===== src/rtl/rzalu_pkg.sv =====
package rzalu_pkg;
    localparam int DW  = 24;
    localparam int SW  = 4;
    localparam int OPW = 4;

    typedef enum logic [1:0] {
        GRP_CTRL  = 2'b00,
        GRP_MAC   = 2'b01,
        GRP_ARITH = 2'b10,
        GRP_LOGIC = 2'b11
    } op_group_e;

    typedef enum logic [2:0] {
        CND_EQ = 3'd0,
        CND_NE = 3'd1,
        CND_OV = 3'd2,
        CND_NV = 3'd3,
        CND_GE = 3'd4,
        CND_GT = 3'd5,
        CND_LE = 3'd6,
        CND_LT = 3'd7
    } cond_e;

    typedef enum logic {
        FL_HOLD = 1'b0,
        FL_LOAD = 1'b1
    } flag_step_e;
endpackage


===== src/rtl/rzalu_operand_sel.sv =====
module rzalu_operand_sel #(
    parameter int DW = 24,
    parameter int SW = 4
) (
    input  logic [SW-1:0] sel_s,
    input  logic [SW-1:0] sel_t,
    input  logic [DW-1:0] reg_s,
    input  logic [DW-1:0] reg_t,
    input  logic [DW-1:0] imm_k,
    output logic [DW-1:0] opa,
    output logic [DW-1:0] opb
);
    localparam logic [SW-1:0] SEL_ZERO = '0;

    always_comb begin
        opa = (sel_s == SEL_ZERO) ? '0    : reg_s;
        opb = (sel_t == SEL_ZERO) ? imm_k : reg_t;
    end

    // zero selector in first position yields a zero operand
    always_comb begin
        if (sel_s == SEL_ZERO)
            assert_first_zero_R1: assert (opa == '0);
    end
endmodule


===== src/rtl/rzalu_core.sv =====
module rzalu_core
    import rzalu_pkg::*;
#(
    parameter int DW  = 24,
    parameter int OPW = 4
) (
    input  logic [OPW-1:0] opcode,
    input  logic [DW-1:0]  opa,
    input  logic [DW-1:0]  opb,
    output logic [DW-1:0]  result,
    output logic           is_cmov,
    output logic           flag_upd,
    output logic           z_new,
    output logic           n_new,
    output logic           v_new
);
    localparam int MSB = DW - 1;

    op_group_e grp;
    logic [1:0] fn;
    logic [DW-1:0] sum, diff;

    always_comb begin
        grp  = op_group_e'(opcode[OPW-1:OPW-2]);
        fn   = opcode[1:0];
        sum  = opa + opb;
        diff = opa - opb;
        result   = '0;
        is_cmov  = 1'b0;
        flag_upd = 1'b0;
        v_new    = 1'b0;
        unique case (grp)
            GRP_ARITH: begin
                unique case (fn)
                    2'b00: begin result = opb;       is_cmov = 1'b1; end
                    2'b01: begin result = -opb;      is_cmov = 1'b1; end
                    2'b10: begin
                        result   = sum;
                        flag_upd = 1'b1;
                        v_new    = (opa[MSB] == opb[MSB]) && (sum[MSB] != opa[MSB]);
                    end
                    2'b11: begin
                        result   = diff;
                        flag_upd = 1'b1;
                        v_new    = (opa[MSB] != opb[MSB]) && (diff[MSB] != opa[MSB]);
                    end
                endcase
            end
            GRP_LOGIC: begin
                flag_upd = 1'b1;
                unique case (fn)
                    2'b00: result = opa & opb;
                    2'b01: result = opa | opb;
                    2'b10: result = ~(opa | opb);
                    2'b11: result = opa ^ opb;
                endcase
            end
            GRP_CTRL, GRP_MAC: result = '0;
        endcase
        z_new = (result == '0);
        n_new = result[MSB];
    end

    // overflow only possible with equal-sign addends
    always_comb begin
        if (grp == GRP_ARITH && fn == 2'b10 && v_new)
            assert_add_ovf_signs_R9: assert (opa[MSB] == opb[MSB]);
    end
endmodule


===== src/rtl/rzalu_flags.sv =====
module rzalu_flags
    import rzalu_pkg::*;
(
    input  logic       clk,
    input  logic       rst_n,
    input  logic       load,
    input  logic       z_new,
    input  logic       n_new,
    input  logic       v_new,
    input  logic [2:0] cond_sel,
    output logic       flag_zero,
    output logic       flag_neg,
    output logic       flag_ovf,
    output logic       cond_true
);
    flag_step_e step;

    always_comb step = load ? FL_LOAD : FL_HOLD;

    always_ff @(posedge clk or negedge rst_n) begin
        if (!rst_n) begin
            flag_zero <= 1'b0;
            flag_neg  <= 1'b0;
            flag_ovf  <= 1'b0;
        end else begin
            unique case (step)
                FL_LOAD: begin
                    flag_zero <= z_new;
                    flag_neg  <= n_new;
                    flag_ovf  <= v_new;
                end
                FL_HOLD: ;
            endcase
        end
    end

    always_comb begin
        unique case (cond_e'(cond_sel))
            CND_EQ: cond_true = flag_zero;
            CND_NE: cond_true = !flag_zero;
            CND_OV: cond_true = flag_ovf;
            CND_NV: cond_true = !flag_ovf;
            CND_GE: cond_true = (flag_neg == flag_ovf);
            CND_GT: cond_true = !flag_zero && (flag_neg == flag_ovf);
            CND_LE: cond_true = flag_zero || (flag_neg != flag_ovf);
            CND_LT: cond_true = (flag_neg != flag_ovf);
        endcase
    end

    // flags hold when not loaded
    assert_flags_hold_R8: assert property (@(posedge clk) disable iff (!rst_n)
        !load |=> $stable({flag_zero, flag_neg, flag_ovf}));
endmodule


===== src/rtl/rzalu_top.sv =====
module rzalu_top
    import rzalu_pkg::*;
(
    input  logic          clk,
    input  logic          rst_n,
    input  logic          op_valid,
    input  logic [3:0]    opcode,
    input  logic [3:0]    sel_d,
    input  logic [3:0]    sel_s,
    input  logic [3:0]    sel_t,
    input  logic [23:0]   reg_s,
    input  logic [23:0]   reg_t,
    input  logic [23:0]   imm_k,
    input  logic [2:0]    cond_sel,
    output logic [23:0]   result,
    output logic          wr_en,
    output logic          flag_zero,
    output logic          flag_neg,
    output logic          flag_ovf,
    output logic          cond_true
);
    logic [DW-1:0] opa, opb;
    logic is_cmov, flag_upd, z_new, n_new, v_new, load;

    rzalu_operand_sel #(.DW(DW), .SW(SW)) opsel_i (
        .sel_s(sel_s), .sel_t(sel_t), .reg_s(reg_s), .reg_t(reg_t),
        .imm_k(imm_k), .opa(opa), .opb(opb)
    );

    rzalu_core #(.DW(DW), .OPW(OPW)) core_i (
        .opcode(opcode), .opa(opa), .opb(opb), .result(result),
        .is_cmov(is_cmov), .flag_upd(flag_upd),
        .z_new(z_new), .n_new(n_new), .v_new(v_new)
    );

    always_comb begin
        load  = op_valid && flag_upd;
        wr_en = op_valid && opcode[OPW-1] && (sel_d != '0) && (!is_cmov || cond_true);
    end

    rzalu_flags flags_i (
        .clk(clk), .rst_n(rst_n), .load(load),
        .z_new(z_new), .n_new(n_new), .v_new(v_new), .cond_sel(cond_sel),
        .flag_zero(flag_zero), .flag_neg(flag_neg), .flag_ovf(flag_ovf),
        .cond_true(cond_true)
    );

    assert_cmp_no_write_R6: assert property (@(posedge clk) disable iff (!rst_n)
        (sel_d == 4'd0) |-> !wr_en);

    assert_cmov_gated_R5: assert property (@(posedge clk) disable iff (!rst_n)
        (opcode[3:1] == 3'b100 && !cond_true) |-> !wr_en);

    assert_logic_clears_ovf_R9: assert property (@(posedge clk) disable iff (!rst_n)
        (op_valid && opcode[3:2] == 2'b11) |=> !flag_ovf);

    assert_zero_tracks_R8: assert property (@(posedge clk) disable iff (!rst_n)
        (op_valid && opcode[3] && opcode[3:1] != 3'b100) |=> (flag_zero == ($past(result) == '0)));

    assert_non_alu_idle_R7: assert property (@(posedge clk) disable iff (!rst_n)
        !opcode[3] |-> (!wr_en && result == '0));
endmodule


===== config.mk =====
export PLATFORM = sky130hd
export DESIGN_NAME = rzalu_top
export DESIGN_NICKNAME = d
export VERILOG_FILES = /design/src/rtl/rzalu_pkg.sv /design/src/rtl/rzalu_operand_sel.sv /design/src/rtl/rzalu_core.sv /design/src/rtl/rzalu_flags.sv /design/src/rtl/rzalu_top.sv
export SDC_FILE = /design/constraint.sdc
export NUM_CORES = 1
export LEC_CHECK = 0
export ABC_AREA = 1
export ABC_CLOCK_PERIOD_IN_PS = 3100
export BUFFER_PORTS_ARGS = -buffer_cell sky130_fd_sc_hd__clkbuf_2
export CORE_MARGIN = 5
export CORE_UTILIZATION = 30
export CTS_BUF_LIST = sky130_fd_sc_hd__clkbuf_2 sky130_fd_sc_hd__clkbuf_4 sky130_fd_sc_hd__clkbuf_8
export DETAILED_ROUTE_END_ITERATION = 8
export HOLD_SLACK_MARGIN = 0.03
export PLACE_DENSITY = 0.61
export SYNTH_ARGS = -nofsm -noshare
export SYNTH_HDL_FRONTEND = slang
export SYNTH_SLANG_ARGS = --single-unit

===== constraint.sdc =====
create_clock -name clk -period 3.1 [get_ports clk]
set_clock_uncertainty 0.1 [all_clocks]
set_input_delay 0.31 -clock clk [delete_from_list [all_inputs] [get_ports clk]]
set_output_delay 0.31 -clock clk [all_outputs]
set_load 0.02 [all_outputs]

# After elaboration in Yosys (flattened, before gate mapping)
# Index checks and enable logic that the tools add are counted.
# Widths: inputs -> output; s select.
dict set report word_totals {
  ramBits 0
  out_inout_bits 29
  n_memories 0
  register_bits 3
  inputBits 94
  rom_bits 0
  latch_bits 0
}
dict set report classes {
  bitwise_logic 4
  shift 0
  multipliers 0
  reduce_logical 22
  n_eq_ne 19
  order_cmp 0
  add_sub_neg 3
  n_mux 13
  div 0
}
# cell count
set op_table {}
lappend op_table {{$pmux 24 s4} 2}
lappend op_table {{$pmux 24 s3} 1}
lappend op_table {{$mux 24} 2}
lappend op_table {{$add 24x24->24} 1}
lappend op_table {{$and 24x24->24} 1}
lappend op_table {{$logic_not 24->1} 1}
lappend op_table {{$neg 24->24} 1}
lappend op_table {{$not 24->24} 1}
lappend op_table {{$or 24x24->24} 1}
lappend op_table {{$sub 24x24->24} 1}
lappend op_table {{$xor 24x24->24} 1}
lappend op_table {{$eq 3x3->1 const B} 4}
lappend op_table {{$eq 2x2->1 const B} 4}
lappend op_table {{$logic_not 4->1} 2}
lappend op_table {{$pmux 1 s8} 1}
lappend op_table {{$logic_and 1x1->1} 7}
lappend op_table {{$eq 3x2->1 const B} 2}
lappend op_table {{$reduce_or 2->1} 3}
lappend op_table {{$mux 1} 5}
lappend op_table {{$eq 2x1->1 const B} 2}
lappend op_table {{$logic_not 2->1} 2}
lappend op_table {{$ne 1x1->1} 4}
lappend op_table {{$pmux 1 s2} 2}
lappend op_table {{$reduce_bool 4->1} 1}
lappend op_table {{other kinds (5)} 9}

# Depth between registers and ports, before layout
dict set report logic_depth {
  word_depth 7
  depth_mapped 28
}

# Hierarchy
# From an unflattened synthesis, not the netlist that was laid out.
dict set report hier_totals {
  hier_cells 1364
  hier_area_um2 6912.9
}
# mod area_each_um2 n_inst seq_area_each_um2 cells_each
set by_module_without_submodules {}
lappend by_module_without_submodules {rzalu_core 6075.8 1 0.0 1200}
lappend by_module_without_submodules {rzalu_operand_sel 551.8 1 0.0 111}
lappend by_module_without_submodules {rzalu_flags 221.5 1 75.1 38}
lappend by_module_without_submodules {rzalu_top 63.8 1 0.0 15}

# Least setup slack after synthesis
# Ideal clock, no wire load.
dict set report synth_timing {
  kind {input port to output port}
  startpoint {input sel_t[1]}
  endpoint {output result[23]}
  t_arrival_ns 2.883
  path_stages 19
  setup_slack_ns -0.193
  cell_sequence {nor2_4 -> buf_2 -> nand3_1 -> nand2_1 -> inv_1 -> ha_1 -> clkbuf_1 -> inv_1 -> a21oi_1 -> inv_1 -> a21oi_1 -> nor2_1 -> nor3_1 -> nand3_1 -> o21ai_0 -> nand4_1 -> a21oi_2 -> inv_1 -> buf_4}
}
dict set report synth_via {
  elab_chain_len 6
}
# item line_no
set synth_rtl {}
lappend synth_rtl {{start, declared} rzalu_top.sv:10} ;# input logic [3:0] sel_t,
lappend synth_rtl {{$logic_not 4->1 (*)} rzalu_operand_sel.sv:17} ;# opb = (sel_t == SEL_ZERO) ? imm_k : reg_t;
lappend synth_rtl {{$mux 24 (*)} rzalu_operand_sel.sv:17}
lappend synth_rtl {{branches (longest 3 deep; another with $sub 24x24->24)} --}
lappend synth_rtl {{$pmux 24 s3 (*)} rzalu_core.sv:32} ;# unique case (grp)
lappend synth_rtl {{end, declared} rzalu_top.sv:15} ;# output logic [23:0] result,
# Mark *: on every way between the ends.

# Worst setup path after layout
dict set report layout_timing {
  startpoint {input sel_t[2]}
  endpoint {output result[23]}
}
# The elaborated chain is that of the path after synthesis.

==> results_dict.tcl <==
set metrics [dict create \
    synth-seq-cells 3 \
    crit_chain "buf_6, nor2_4, buf_6, nand2_8, buf_4, nand2_1, nand2_2, ha_4, nand2_4, nor2_2, nand2_1, nand2_2, nand2_2, nand2_2, nand2_2, nand2_2, nand2_2, nand3_2, nand2_1, nand3_1, nand4_1, a21oi_2, inv_1, clkbuf_8" \
    p_total_mw 2.82 \
    cp.arrival_ps 3040 \
    yosys_warnings 0 \
    detail_route.wl_per_cell_um 18.2 \
    core.rowCount 55 \
    cp.required_ps 2690 \
    grt.overflow.total 0 \
    pre_cts_slack_ps -714 \
    viasPerCell 5.37 \
    power_leakage_nw 6.47 \
    synth.net_count 1521 \
    critical_path.max_fanout 6 \
    antenna_cells 0 \
    violations "negative setup slack" \
    layout_commonest_cell "nand2_1" \
    die_w_um 162 \
    postSynthCellCount 1346 \
    crit_type "in2out" \
    insertion_delay_ps 220 \
    dp.cells 1956 \
    cts.sink_count 3 \
    layout-drive-gt1-share_pct 49.3 \
    yosysSeqAreaShare_pct 1.09 \
    finalNonFillerCells 2029 \
    area_growth_pct 79.4 \
    final_cell_mix "281 x nand2_1, 260 x buf_4, 165 x inv_1, 117 x nand2_2, 110 x nor2_1" \
    worstMarginPinSlew_ps 470 \
    fmax_ghz 0.290 \
    grtUsageTotal_pct 26.1 \
    cp-end-kind "primary output" \
    placed_area_sq_um 9570 \
    numCtsBuffers 3 \
    cts_max_path_buffers 2 \
    ir_worst_vdd_v 0.000104 \
    min_path_type "in2async" \
    antenna_found_initial 0 \
    slew_viol_final 0 \
    fin_area_sq_um 12400 \
    start_util_pct 30.4 \
    slowest_delay_ps 340 \
    async_flop_share_pct 100 \
    ios 123 \
    period_share_pct 111 \
    ys.flop_type "dfrtp_1" \
    final.setup.worst_slack_ps -348 \
    post-dp-hpwl_um 27300 \
    vias 10897 \
    power_density_nw_per_um2 228 \
    worst-path-buf-inv 5 \
    final-setup-viol-count 21 \
    synth_cell_types 42 \
    drc_errors 0 \
    coreArea_sq_um 22600 \
    final_nets 1920 \
    grt_pass1_wl_um 54800 \
    hold_viol_final 0 \
    cts_tree "done" \
    min_period_ps 3450 \
    cp_common_cell "nand2_2" \
    cts_root_buffer "clkbuf_8" \
    start_kind "input port" \
    syn_area_sq_um 6890 \
    critPathSlowestCell "ha_4" \
    grt_max_degree 31 \
    synth_edf_count 0 \
    routed_wl_um 37000 \
    tns_ps -4240 \
    drt_iter0_drc 1062 \
    path_clk_slew_ps 40 \
    grt_pass1_vias 10362 \
    cts_max_level 1 \
    first_pass_iters 7 \
    portBuffers 122 \
    synth.avg_cell_area_sq_um 5.12 \
    die_height_um 162 \
    cap_viol_max_count 0 \
    gp_congestion 1.04 \
    die_area_sq_um 26100 \
    relSlewSlack_pct 68.7 \
    ant_nets 0 \
    grt_setup_unrepaired "yes" \
    status "complete, but fails checks" \
    path_delay_family "simple AND/OR/NAND/NOR gates" \
]
==> where the power goes <==
| part | switching (mW) | total (mW) | internal, mW |
|---|---|---|---|
| clock network | 0.0314 | 0.128 | 0.0969 |
| logic | 1.48 | 2.65 | 1.17 |
| registers | 0.00276 | 0.0450 | 0.0422 |
| total | 1.51 | 2.82 | 1.31 |
==> what timing repair did <==
action,CTS,global route
hold buffers,1,0
buffers inserted,43,24
endpoints found under the setup margin,24,24
resized for setup,342,229
gates cloned,7,2
endpoints found under the hold margin,3,0
pin swaps,110,165
==> per-stage QoR <==
stage	util, %	hold slack (ps)
floorplan	-	-85.6
global placement	42.3	8.52
detailed placement	42.3	9.48
CTS	50.5	323
global route	54.6	356
finish	54.6	322
==> worst paths after layout <==
| kind | start | to | slack, ps | cells after the start |
|---|---|---|---|---|
| setup / recovery | sel_t[2] | result[23] | -350 | 24 |
| setup reg to reg | flags_i.flag_ovf$_DFFE_PN0P_ | flags_i.flag_ovf$_DFFE_PN0P_ | 2280 | 2 |
| max in group asynchronous | rst_n | flags_i.flag_neg$_DFFE_PN0P_ | 2460 | 2 |
| hold reg to reg | flags_i.flag_neg$_DFFE_PN0P_ | flags_i.flag_neg$_DFFE_PN0P_ | 460 | 2 |
| min in group clk | op_valid | flags_i.flag_ovf$_DFFE_PN0P_ | 390 | 4 |
| hold / removal | rst_n | flags_i.flag_ovf$_DFFE_PN0P_ | 320 | 2 |
==> registers in the layout, indices dropped and copies added, names as in the netlist <==
register and cells:
flags_i.flag_neg 1, flags_i.flag_ovf 1, flags_i.flag_zero 1
==> kinds of logic after synthesis <==
group,share of synthesized area [%]
flops,1.09
buf+inv,16.0
fa+ha+maj,14.9
xor+xnor,0.382
simple gates,52.5
compound gates,15.1
==> synth_stat cells, types with 12 or more instances <==
cell type | count | area share [%]
buf_2 | 17 | 1.2
nand4_1 | 23 | 2.1
a21oi_1 | 58 | 4.2
nand3b_1 | 13 | 1.4
inv_1 | 216 | 12
nor2_1 | 162 | 8.8
nand2_1 | 396 | 22
clkbuf_1 | 22 | 1.2
nand2_2 | 29 | 2.6
nand3_1 | 151 | 11
ha_1 | 79 | 14
a221oi_1 | 12 | 1.5
o21ai_0 | 53 | 3.9
nor3_1 | 12 | 0.87
==> layer usage <==
| metal | GRT usage (%) | part of all wire (%) | vias to the layer above | wire [um] |
|---|---|---|---|---|
| met4 | 8.34 | 4.4 | 0 | 1640 |
| met3 | 3.67 | 10 | 120 | 3790 |
| li1 | - | - | 5094 | - |
| met5 | 0 | 0 | - | 0 |
| met2 | 42.7 | 45 | 662 | 16500 |
| met1 | 35.5 | 41 | 5021 | 15100 |
==> cell type report <==
type / count / area (sq um)
Clock buffer: 4 / 48.8
Fill cell: 2054 / 10300
Inverter: 222 / 857
Multi-Input combinational cell: 1074 / 7400
Sequential cell: 3 / 75.1
Tap cell: 285 / 357
Timing Repair Buffer: 441 / 3610
Note: power is estimated with default switching activity, not from simulation.
